File: src/rtl/serial_tx_pkg.sv
package serial_tx_pkg;

  typedef enum logic [2:0] {
    ST_IDLE,
    ST_START,
    ST_DATA,
    ST_PAR,
    ST_STOP
  } tx_state_e;

  typedef struct packed {
    logic [1:0] len_sel;
    logic [1:0] par_sel;
    logic [1:0] stop_sel;
    logic [1:0] baud_sel;
  } frame_cfg_t;

  localparam logic [1:0] PAR_ODD  = 2'd1;
  localparam logic [1:0] PAR_EVEN = 2'd2;

endpackage

File: src/rtl/txs_hold_buf.sv
module txs_hold_buf #(
  parameter int DATA_W = 8
) (
  input  logic              clk,
  input  logic              rst,
  input  logic              wr_en,
  input  logic [DATA_W-1:0] wr_data,
  input  logic              take,
  output logic              empty,
  output logic [DATA_W-1:0] data
);

  // one-entry buffer; a write while full is dropped
  always_ff @(posedge clk) begin
    if (rst) begin
      empty <= 1'b1;
      data  <= '0;
    end else if (take) begin
      empty <= 1'b1;
    end else if (wr_en && empty) begin
      empty <= 1'b0;
      data  <= wr_data;
    end
  end

endmodule

File: src/rtl/txs_frame_fsm.sv
module txs_frame_fsm
  import serial_tx_pkg::*;
#(
  parameter int DATA_W     = 8,
  parameter int MIN_LEN    = 5,
  parameter int FACTOR_MID = 16,
  parameter int FACTOR_HI  = 64,
  parameter int CNT_W      = 8
) (
  input  logic              clk,
  input  logic              rst,
  input  frame_cfg_t        cfg,
  input  logic              gate_ok,
  input  logic              have_char,
  input  logic [DATA_W-1:0] char_in,
  output logic              take,
  output logic              busy,
  output logic              line_bit
);

  localparam int LEN_W = $clog2(DATA_W + 1);

  tx_state_e         state;
  frame_cfg_t        cfg_q;
  logic [CNT_W-1:0]  cnt;
  logic [DATA_W-1:0] sr;
  logic [LEN_W-1:0]  bits_left;
  logic              par_q;

  function automatic logic [CNT_W-1:0] bit_len(input logic [1:0] b);
    case (b)
      2'd0:    return CNT_W'(1);
      2'd1:    return CNT_W'(FACTOR_MID);
      default: return CNT_W'(FACTOR_HI);
    endcase
  endfunction

  function automatic logic [CNT_W-1:0] stop_len(input logic [1:0] s, input logic [1:0] b);
    logic [CNT_W-1:0] l;
    l = bit_len(b);
    case (s)
      2'd0:    return l;
      2'd1:    return (b == 2'd0) ? (l << 1) : (l + (l >> 1));
      default: return l << 1;
    endcase
  endfunction

  logic [LEN_W-1:0]  nbits;
  logic [DATA_W-1:0] masked;
  logic              bit_end;
  logic              par_en_q;
  logic [CNT_W-1:0]  bl_q;
  logic [CNT_W-1:0]  sl_q;

  always_comb begin
    nbits = LEN_W'(MIN_LEN) + LEN_W'(cfg.len_sel);
    for (int i = 0; i < DATA_W; i++) begin
      masked[i] = char_in[i] & (32'(nbits) > i);
    end
  end

  assign bit_end  = (cnt == '0);
  assign par_en_q = (cfg_q.par_sel == PAR_ODD) || (cfg_q.par_sel == PAR_EVEN);
  assign bl_q     = bit_len(cfg_q.baud_sel);
  assign sl_q     = stop_len(cfg_q.stop_sel, cfg_q.baud_sel);
  assign busy     = (state != ST_IDLE);
  assign take     = have_char && gate_ok &&
                    ((state == ST_IDLE) || ((state == ST_STOP) && bit_end));

  always_comb begin
    case (state)
      ST_START: line_bit = 1'b0;
      ST_DATA:  line_bit = sr[0];
      ST_PAR:   line_bit = par_q;
      default:  line_bit = 1'b1;
    endcase
  end

  always_ff @(posedge clk) begin
    if (rst) begin
      state     <= ST_IDLE;
      cfg_q     <= '0;
      cnt       <= '0;
      sr        <= '0;
      bits_left <= '0;
      par_q     <= 1'b0;
    end else if (take) begin
      state     <= ST_START;
      cfg_q     <= cfg;
      cnt       <= bit_len(cfg.baud_sel) - 1'b1;
      sr        <= masked;
      bits_left <= nbits;
      par_q     <= (cfg.par_sel == PAR_ODD) ? ~(^masked) : (^masked);
    end else if (state != ST_IDLE) begin
      if (!bit_end) begin
        cnt <= cnt - 1'b1;
      end else begin
        case (state)
          ST_START: begin
            state <= ST_DATA;
            cnt   <= bl_q - 1'b1;
          end
          ST_DATA: begin
            sr        <= sr >> 1;
            bits_left <= bits_left - 1'b1;
            if (bits_left == LEN_W'(1)) begin
              state <= par_en_q ? ST_PAR : ST_STOP;
              cnt   <= par_en_q ? (bl_q - 1'b1) : (sl_q - 1'b1);
            end else begin
              cnt <= bl_q - 1'b1;
            end
          end
          ST_PAR: begin
            state <= ST_STOP;
            cnt   <= sl_q - 1'b1;
          end
          default: state <= ST_IDLE;
        endcase
      end
    end
  end

endmodule

File: src/rtl/txs_line_reg.sv
module txs_line_reg (
  input  logic clk,
  input  logic rst,
  input  logic line_bit,
  output logic txd
);

  // serial line moves on the falling edge of the transmit clock
  always_ff @(negedge clk) begin
    if (rst) txd <= 1'b1;
    else     txd <= line_bit;
  end

endmodule

File: src/rtl/serial_frame_tx.sv
module serial_frame_tx
  import serial_tx_pkg::*;
#(
  parameter int DATA_W     = 8,
  parameter int MIN_LEN    = 5,
  parameter int FACTOR_MID = 16,
  parameter int FACTOR_HI  = 64
) (
  input  logic              clk,
  input  logic              rst,
  input  logic              tx_en,
  input  logic              cts_n,
  input  logic [1:0]        len_sel,
  input  logic [1:0]        par_sel,
  input  logic [1:0]        stop_sel,
  input  logic [1:0]        baud_sel,
  input  logic              wr_en,
  input  logic [DATA_W-1:0] wr_data,
  output logic              tx_rdy,
  output logic              txd
);

  localparam int CNT_W = $clog2(2 * FACTOR_HI) + 1;

  frame_cfg_t        cfg;
  logic              take;
  logic              busy;
  logic              line_bit;
  logic              hold_empty;
  logic [DATA_W-1:0] hold_data;

  assign cfg    = '{len_sel: len_sel, par_sel: par_sel, stop_sel: stop_sel, baud_sel: baud_sel};
  assign tx_rdy = hold_empty;

  txs_hold_buf #(.DATA_W(DATA_W)) u_hold (
    .clk     (clk),
    .rst     (rst),
    .wr_en   (wr_en),
    .wr_data (wr_data),
    .take    (take),
    .empty   (hold_empty),
    .data    (hold_data)
  );

  txs_frame_fsm #(
    .DATA_W     (DATA_W),
    .MIN_LEN    (MIN_LEN),
    .FACTOR_MID (FACTOR_MID),
    .FACTOR_HI  (FACTOR_HI),
    .CNT_W      (CNT_W)
  ) u_fsm (
    .clk       (clk),
    .rst       (rst),
    .cfg       (cfg),
    .gate_ok   (tx_en && !cts_n),
    .have_char (!hold_empty),
    .char_in   (hold_data),
    .take      (take),
    .busy      (busy),
    .line_bit  (line_bit)
  );

  txs_line_reg u_line (
    .clk      (clk),
    .rst      (rst),
    .line_bit (line_bit),
    .txd      (txd)
  );

endmodule

File: config.mk
export PLATFORM = sky130hd
export DESIGN_NAME = serial_frame_tx
export DESIGN_NICKNAME = d
export VERILOG_FILES = /design/src/rtl/serial_tx_pkg.sv /design/src/rtl/txs_hold_buf.sv /design/src/rtl/txs_frame_fsm.sv /design/src/rtl/txs_line_reg.sv /design/src/rtl/serial_frame_tx.sv
export SDC_FILE = /design/constraint.sdc
export NUM_CORES = 1
export LEC_CHECK = 0
export CAP_MARGIN = 20
export CORE_UTILIZATION = 50
export DETAILED_ROUTE_END_ITERATION = 10
export GPL_TIMING_DRIVEN = 0
export PLACE_DENSITY_LB_ADDON = 0.25
export SLEW_MARGIN = 20
export SYNTH_ARGS = -nofsm -noshare
export SYNTH_HDL_FRONTEND = slang
export SYNTH_SLANG_ARGS = --single-unit
File: constraint.sdc
create_clock -name clk -period 2.5 [get_ports clk]
set_input_delay 0.375 -clock clk [delete_from_list [all_inputs] [get_ports clk]]
set_output_delay 0.375 -clock clk [all_outputs]
set_load 0.02 [all_outputs]
== Yosys cells after proc, flatten, opt, wreduce, memory -nomap -nowiden ==
Cells that the tools add are included.

* Memories: 0
* Bits in registers: 40
* Bits in writable memories: 0
* Output and inout port bits: 2
* Memory bits (read-only): 0
* Bits in latches: 0

* Eq/ne operators: 14
* Multiply operators: 0
* Add/subtract/negate cells: 7
* Mux-type cells: 28
* Bitwise logic cells: 10
* Shift-type cells: 0
* Order comparisons: 8
* Div/mod/pow operators: 0
* Reduce and logical (&&, ||, !) cells: 25

{| class="wikitable"
|+ Operator list
! operator !! count
|-
| $mux 8 || 12
|-
| $pmux 7 s2 || 2
|-
| $pmux 8 s3 || 1
|-
| $sub 8x1->8 const B || 3
|-
| $gt 4x3->1 const B || 4
|-
| $mux 4 || 4
|-
| $pmux 8 s2 || 1
|-
| $eq 2x1->1 const B || 5
|-
| $pmux 3 s3 || 1
|-
| $reduce_and 3->1 || 3
|-
| $add 7x6->8 || 1
|-
| $and 1x1->1 || 8
|-
| $gt 4x1->1 const B || 2
|-
| $gt 4x2->1 const B || 2
|-
| $logic_not 8->1 || 1
|-
| $reduce_xor 8->1 || 1
|-
| $sub 7x1->8 const B || 1
|-
| $eq 3x2->1 const B || 2
|-
| $logic_not 2->1 || 3
|-
| $mux 3 || 2
|-
| $reduce_bool 2->1 || 3
|-
| $logic_and 1x1->1 || 5
|-
| $ne 5x5->1 const B || 1
|-
| $add 3x2->4 const A || 1
|-
| other kinds (16) || 23
|}

== Longest topological paths before layout ==
* Depth in word-level cells: 12
* Gate-level depth with buffers: 9
* Gate-level depth less buffers: 8

== Hierarchy ==
From an unflattened synthesis, not the netlist that was laid out.

* Cells, all modules: 320
* Area total of the unflattened synthesis: 2733.9 um^2

{| class="wikitable"
|+ Modules (own cells, without submodules)
! module !! area each (um^2) !! instances !! sequential area each (um^2) !! cells an instance
|-
| txs_frame_fsm || 2289.7 || 1 || 600.6 || 276
|-
| txs_hold_buf || 396.6 || 1 || 180.2 || 39
|-
| txs_line_reg || 30.0 || 1 || 20.0 || 3
|-
| serial_frame_tx || 17.5 || 1 || 0.0 || 2
|}

==> flow_metrics.env <==
export IMPL_status="finished clean"
export IMPL_yosys_warnings=0
export IMPL_ios=23
export IMPL_syn_nets=344
export IMPL_min_path_type="reg2reg"
export IMPL_synthCells=311
export IMPL_grt_pass1_wl_um=10100
export IMPL_postSynthAreaPerCell_um2=7.95
export IMPL_layout_drive_gt1_share_pct=9.94
export IMPL_synth_fa_ha_area_share_pct=6.07
export IMPL_slowest_delay_ns=0.29
export IMPL_cp_buffers_inverters=1
export IMPL_synth_mux_area_share_pct=0.860
export IMPL_endpoint_kind="output port"
export IMPL_rr_worst_depth=4
export IMPL_worstReg2RegStart="u_fsm.state[2]"
export IMPL_final_nets=374
export IMPL_drt_iter0_markers=166
export IMPL_firstDrtPassIters=4
export IMPL_min_from="u_hold.data[6]"
export IMPL_critPathLaunchType="flip-flop"
export IMPL_power_density_nw_per_um2=587
export IMPL_synth_simple_area_share_pct=26.2
export IMPL_dpl_hpwl_um=4370
export IMPL_wl_met3_um=329
export IMPL_dp_slack_ns=-0.254
export IMPL_cpMaxStageDelayCell="dfxtp_1"
export IMPL_leakage_nw=1.03
export IMPL_crit_fanout=1
export IMPL_async_flop_share_pct=0
export IMPL_rsz0062_at_grt="no"
export IMPL_grt_use_total_pct=24.9
export IMPL_clockBufferDepth=2
export IMPL_wl_per_cell_um=14.7
export IMPL_antenna_found_initial=0
export IMPL_synth_edf_count=0
export IMPL_syn_area_um2=2470
export IMPL_met2_length_um=2720
export IMPL_core_area_um2=4750
export IMPL_timing_hold_violations_final=0
export IMPL_path_cells="buf_2"
export IMPL_clkSinkCount=40
export IMPL_cp_depth=1
export IMPL_setup_viol=0
export IMPL_clkTransAtPathRegs_ns=0.08
export IMPL_dieArea_um2=5230
export IMPL_die_y_um=72.3
export IMPL_root_buffer="clkbuf_8"
export IMPL_hold_path_cell_count=2
export IMPL_grt_pass1_vias=2076
export IMPL_worst_slack_ns=0.0887
export IMPL_grt_ovfl_total=0
export IMPL_gp_congestion=0.869
export IMPL_worstSetupStartpoint="u_line.txd"
export IMPL_drcViolationCount=0
export IMPL_worst_pin_slew_ns=0.618
export IMPL_postRouteWirelength_um=5990
export IMPL_port_buffers=20
export IMPL_vdd_ir_drop_max_uv=315
export IMPL_dr_total_vias=2353
export IMPL_cts_tree="done"
export IMPL_critical_path_arrival_ns=2.04
export IMPL_ys_ff_latch=40
export IMPL_grt_max_degree=13
export IMPL_placementRows=25
export IMPL_finClkSkew_ns=0.0549
export IMPL_cts_made_buffers=5
export IMPL_tns_ns=0
export IMPL_viasPerCell=5.75
export IMPL_htreeDepth=2
export IMPL_slew_headroom_pct=58.6
export IMPL_path_class="reg2out"
export IMPL_die_w_um=72.3
export IMPL_synth_xor_area_share_pct=5.31
export IMPL_wl_met1_um=2860
export IMPL_initial_core_util_pct=52.0
export IMPL_yosysSeqAreaShare_pct=32.4
export IMPL_top_layer_used="met4"
export IMPL_synthDistinctLibCells=54
export IMPL_synth_compound_area_share_pct=23.5
export IMPL_ant_nets=0
export IMPL_slew_violations=0
export IMPL_synthFlopType="dfxtp_1"
export IMPL_syn2layout_area_growth_pct=16.0
export IMPL_synth_top_family_by_area="simple AND/OR/NAND/NOR gates"
export IMPL_cp_top_family="flip-flops"
export IMPL_diodes=0
export IMPL_insertion_delay_ns=0.35
export IMPL_cap_violations=0
export IMPL_required_ns=2.12
## where the power goes
part / leakage (nW) / internal, W / total, W / switching, W
clock: 0.0517 / 0.000194 / 0.000433 / 0.000238
sequential: 0.326 / 0.000675 / 0.000710 / 0.0000354
combinational: 0.657 / 0.000231 / 0.000543 / 0.000312
total: 1.03 / 0.00110 / 0.00169 / 0.000585
## cell usage after synthesis (8+ instances only)
master | n | area [um^2]
nand3_1 | 23 | 115
nand2_1 | 44 | 165
inv_1 | 15 | 56.3
a21oi_1 | 26 | 130
nor2_1 | 21 | 78.8
xnor2_1 | 13 | 114
clkbuf_1 | 11 | 41.3
a311oi_1 | 8 | 70.1
o21ai_0 | 8 | 40.0
dfxtp_1 | 40 | 801
ha_1 | 12 | 150
## cells in the final DEF, fill, tap and decap left out, types with 2 or more instances in the layout
master            n
dfxtp_1          40
a221oi_1          4
nor3b_1           2
o311ai_0          2
o31ai_1           3
a311oi_1          8
ha_1             12
nand2b_1          7
xor2_1            2
a31oi_1           4
clkbuf_1         12
nor4_1            2
o21ai_0           8
o221ai_1          2
nand3b_1          2
nor2b_1           3
inv_1            16
a21oi_1          26
buf_4             5
or3b_2            2
nand2_2           2
nor3b_2           2
nand4_1           2
nor3_1            2
buf_2             6
and2_1            3
o211ai_1          4
clkdlybuf4s50_1  19
a211oi_1          7
a21o_1            3
or4_1             3
clkbuf_8          5
nand2_1          43
xnor2_1          13
nand3_1          23
nor2_1           21
## path summary, 6_finish.rpt
check / slack [ns] / to
setup / recovery: 0.09 / txd
hold reg to reg: 0.47 / u_hold.data[6]
hold / removal: 0.47 / u_hold.data[6]
setup reg to reg: 0.26 / u_line.txd
## final cells by class
class | count | area, um^2
Fill cell | 467 | 1880
Multi-Input combinational cell | 237 | 1540
Sequential cell | 40 | 801
Timing Repair Buffer | 23 | 218
Buffer | 19 | 86.3
Tap cell | 67 | 83.8
Clock buffer | 6 | 72.6
Inverter | 14 | 52.6
Clock inverter | 3 | 12.5
## metal layers
metal  vias to the layer above  global-route usage [%]
met2                        65                    37.3
met3                         7                    4.86
met4                         0                    8.28
met5                         -                       0
met1                      1101                    35.6
li1                       1180                       -
## registers in the layout (all words and copies together) (netlist names)
register         flops
u_fsm.cnt            8
u_fsm.sr             8
u_hold.data          8
u_fsm.cfg_q          6
u_fsm.bits_left      4
u_fsm.state          3
u_fsm.par_q          1
u_hold.empty         1
u_line.txd           1
## logic make-up (layout without fill, tap and decap cells)
logic type | count (synthesis) | after routing
and+or+nand+nor | 126 | 126
AOI/OAI and AO/OA | 82 | 82
DFF | 40 | 40
buffers and inverters | 34 | 65
xor gates and xnor gates | 15 | 15
adders and majority gates | 12 | 12
muxes | 2 | 2
## what timing repair did
action	4_1_cts	5_1_grt
setup buffers	0	3
hold buffers	0	0
resized for setup	4	3
endpoints found under the setup margin	1	23
endpoints found under the hold margin	0	0
pin swaps	0	0
## stage by stage
| step | power, W | cell area (um^2) | cells | utilization (%) | hold WS (ns) |
|---|---|---|---|---|---|
| 3_3_place_gp | 0.00123 | 2760 | 398 | 58.0 | 0.450 |
| 6_report | 0.00169 | 2870 | 409 | 60.4 | 0.466 |
| 2_1_floorplan | 0.00109 | 2470 | 311 | - | 0.432 |
| 5_1_grt | 0.00179 | 2870 | 409 | 60.4 | 0.494 |
| 3_5_place_dp | 0.00123 | 2760 | 398 | 58.0 | 0.456 |
| 4_1_cts | 0.00166 | 2830 | 406 | 59.6 | 0.468 |
## worst min-delay path: stages, from the launching register on
cell and delay, ns:
dfxtp_1 0.32, nand2_1 0.05, a21oi_1 0.05
Power figures use the tool's default switching activity.
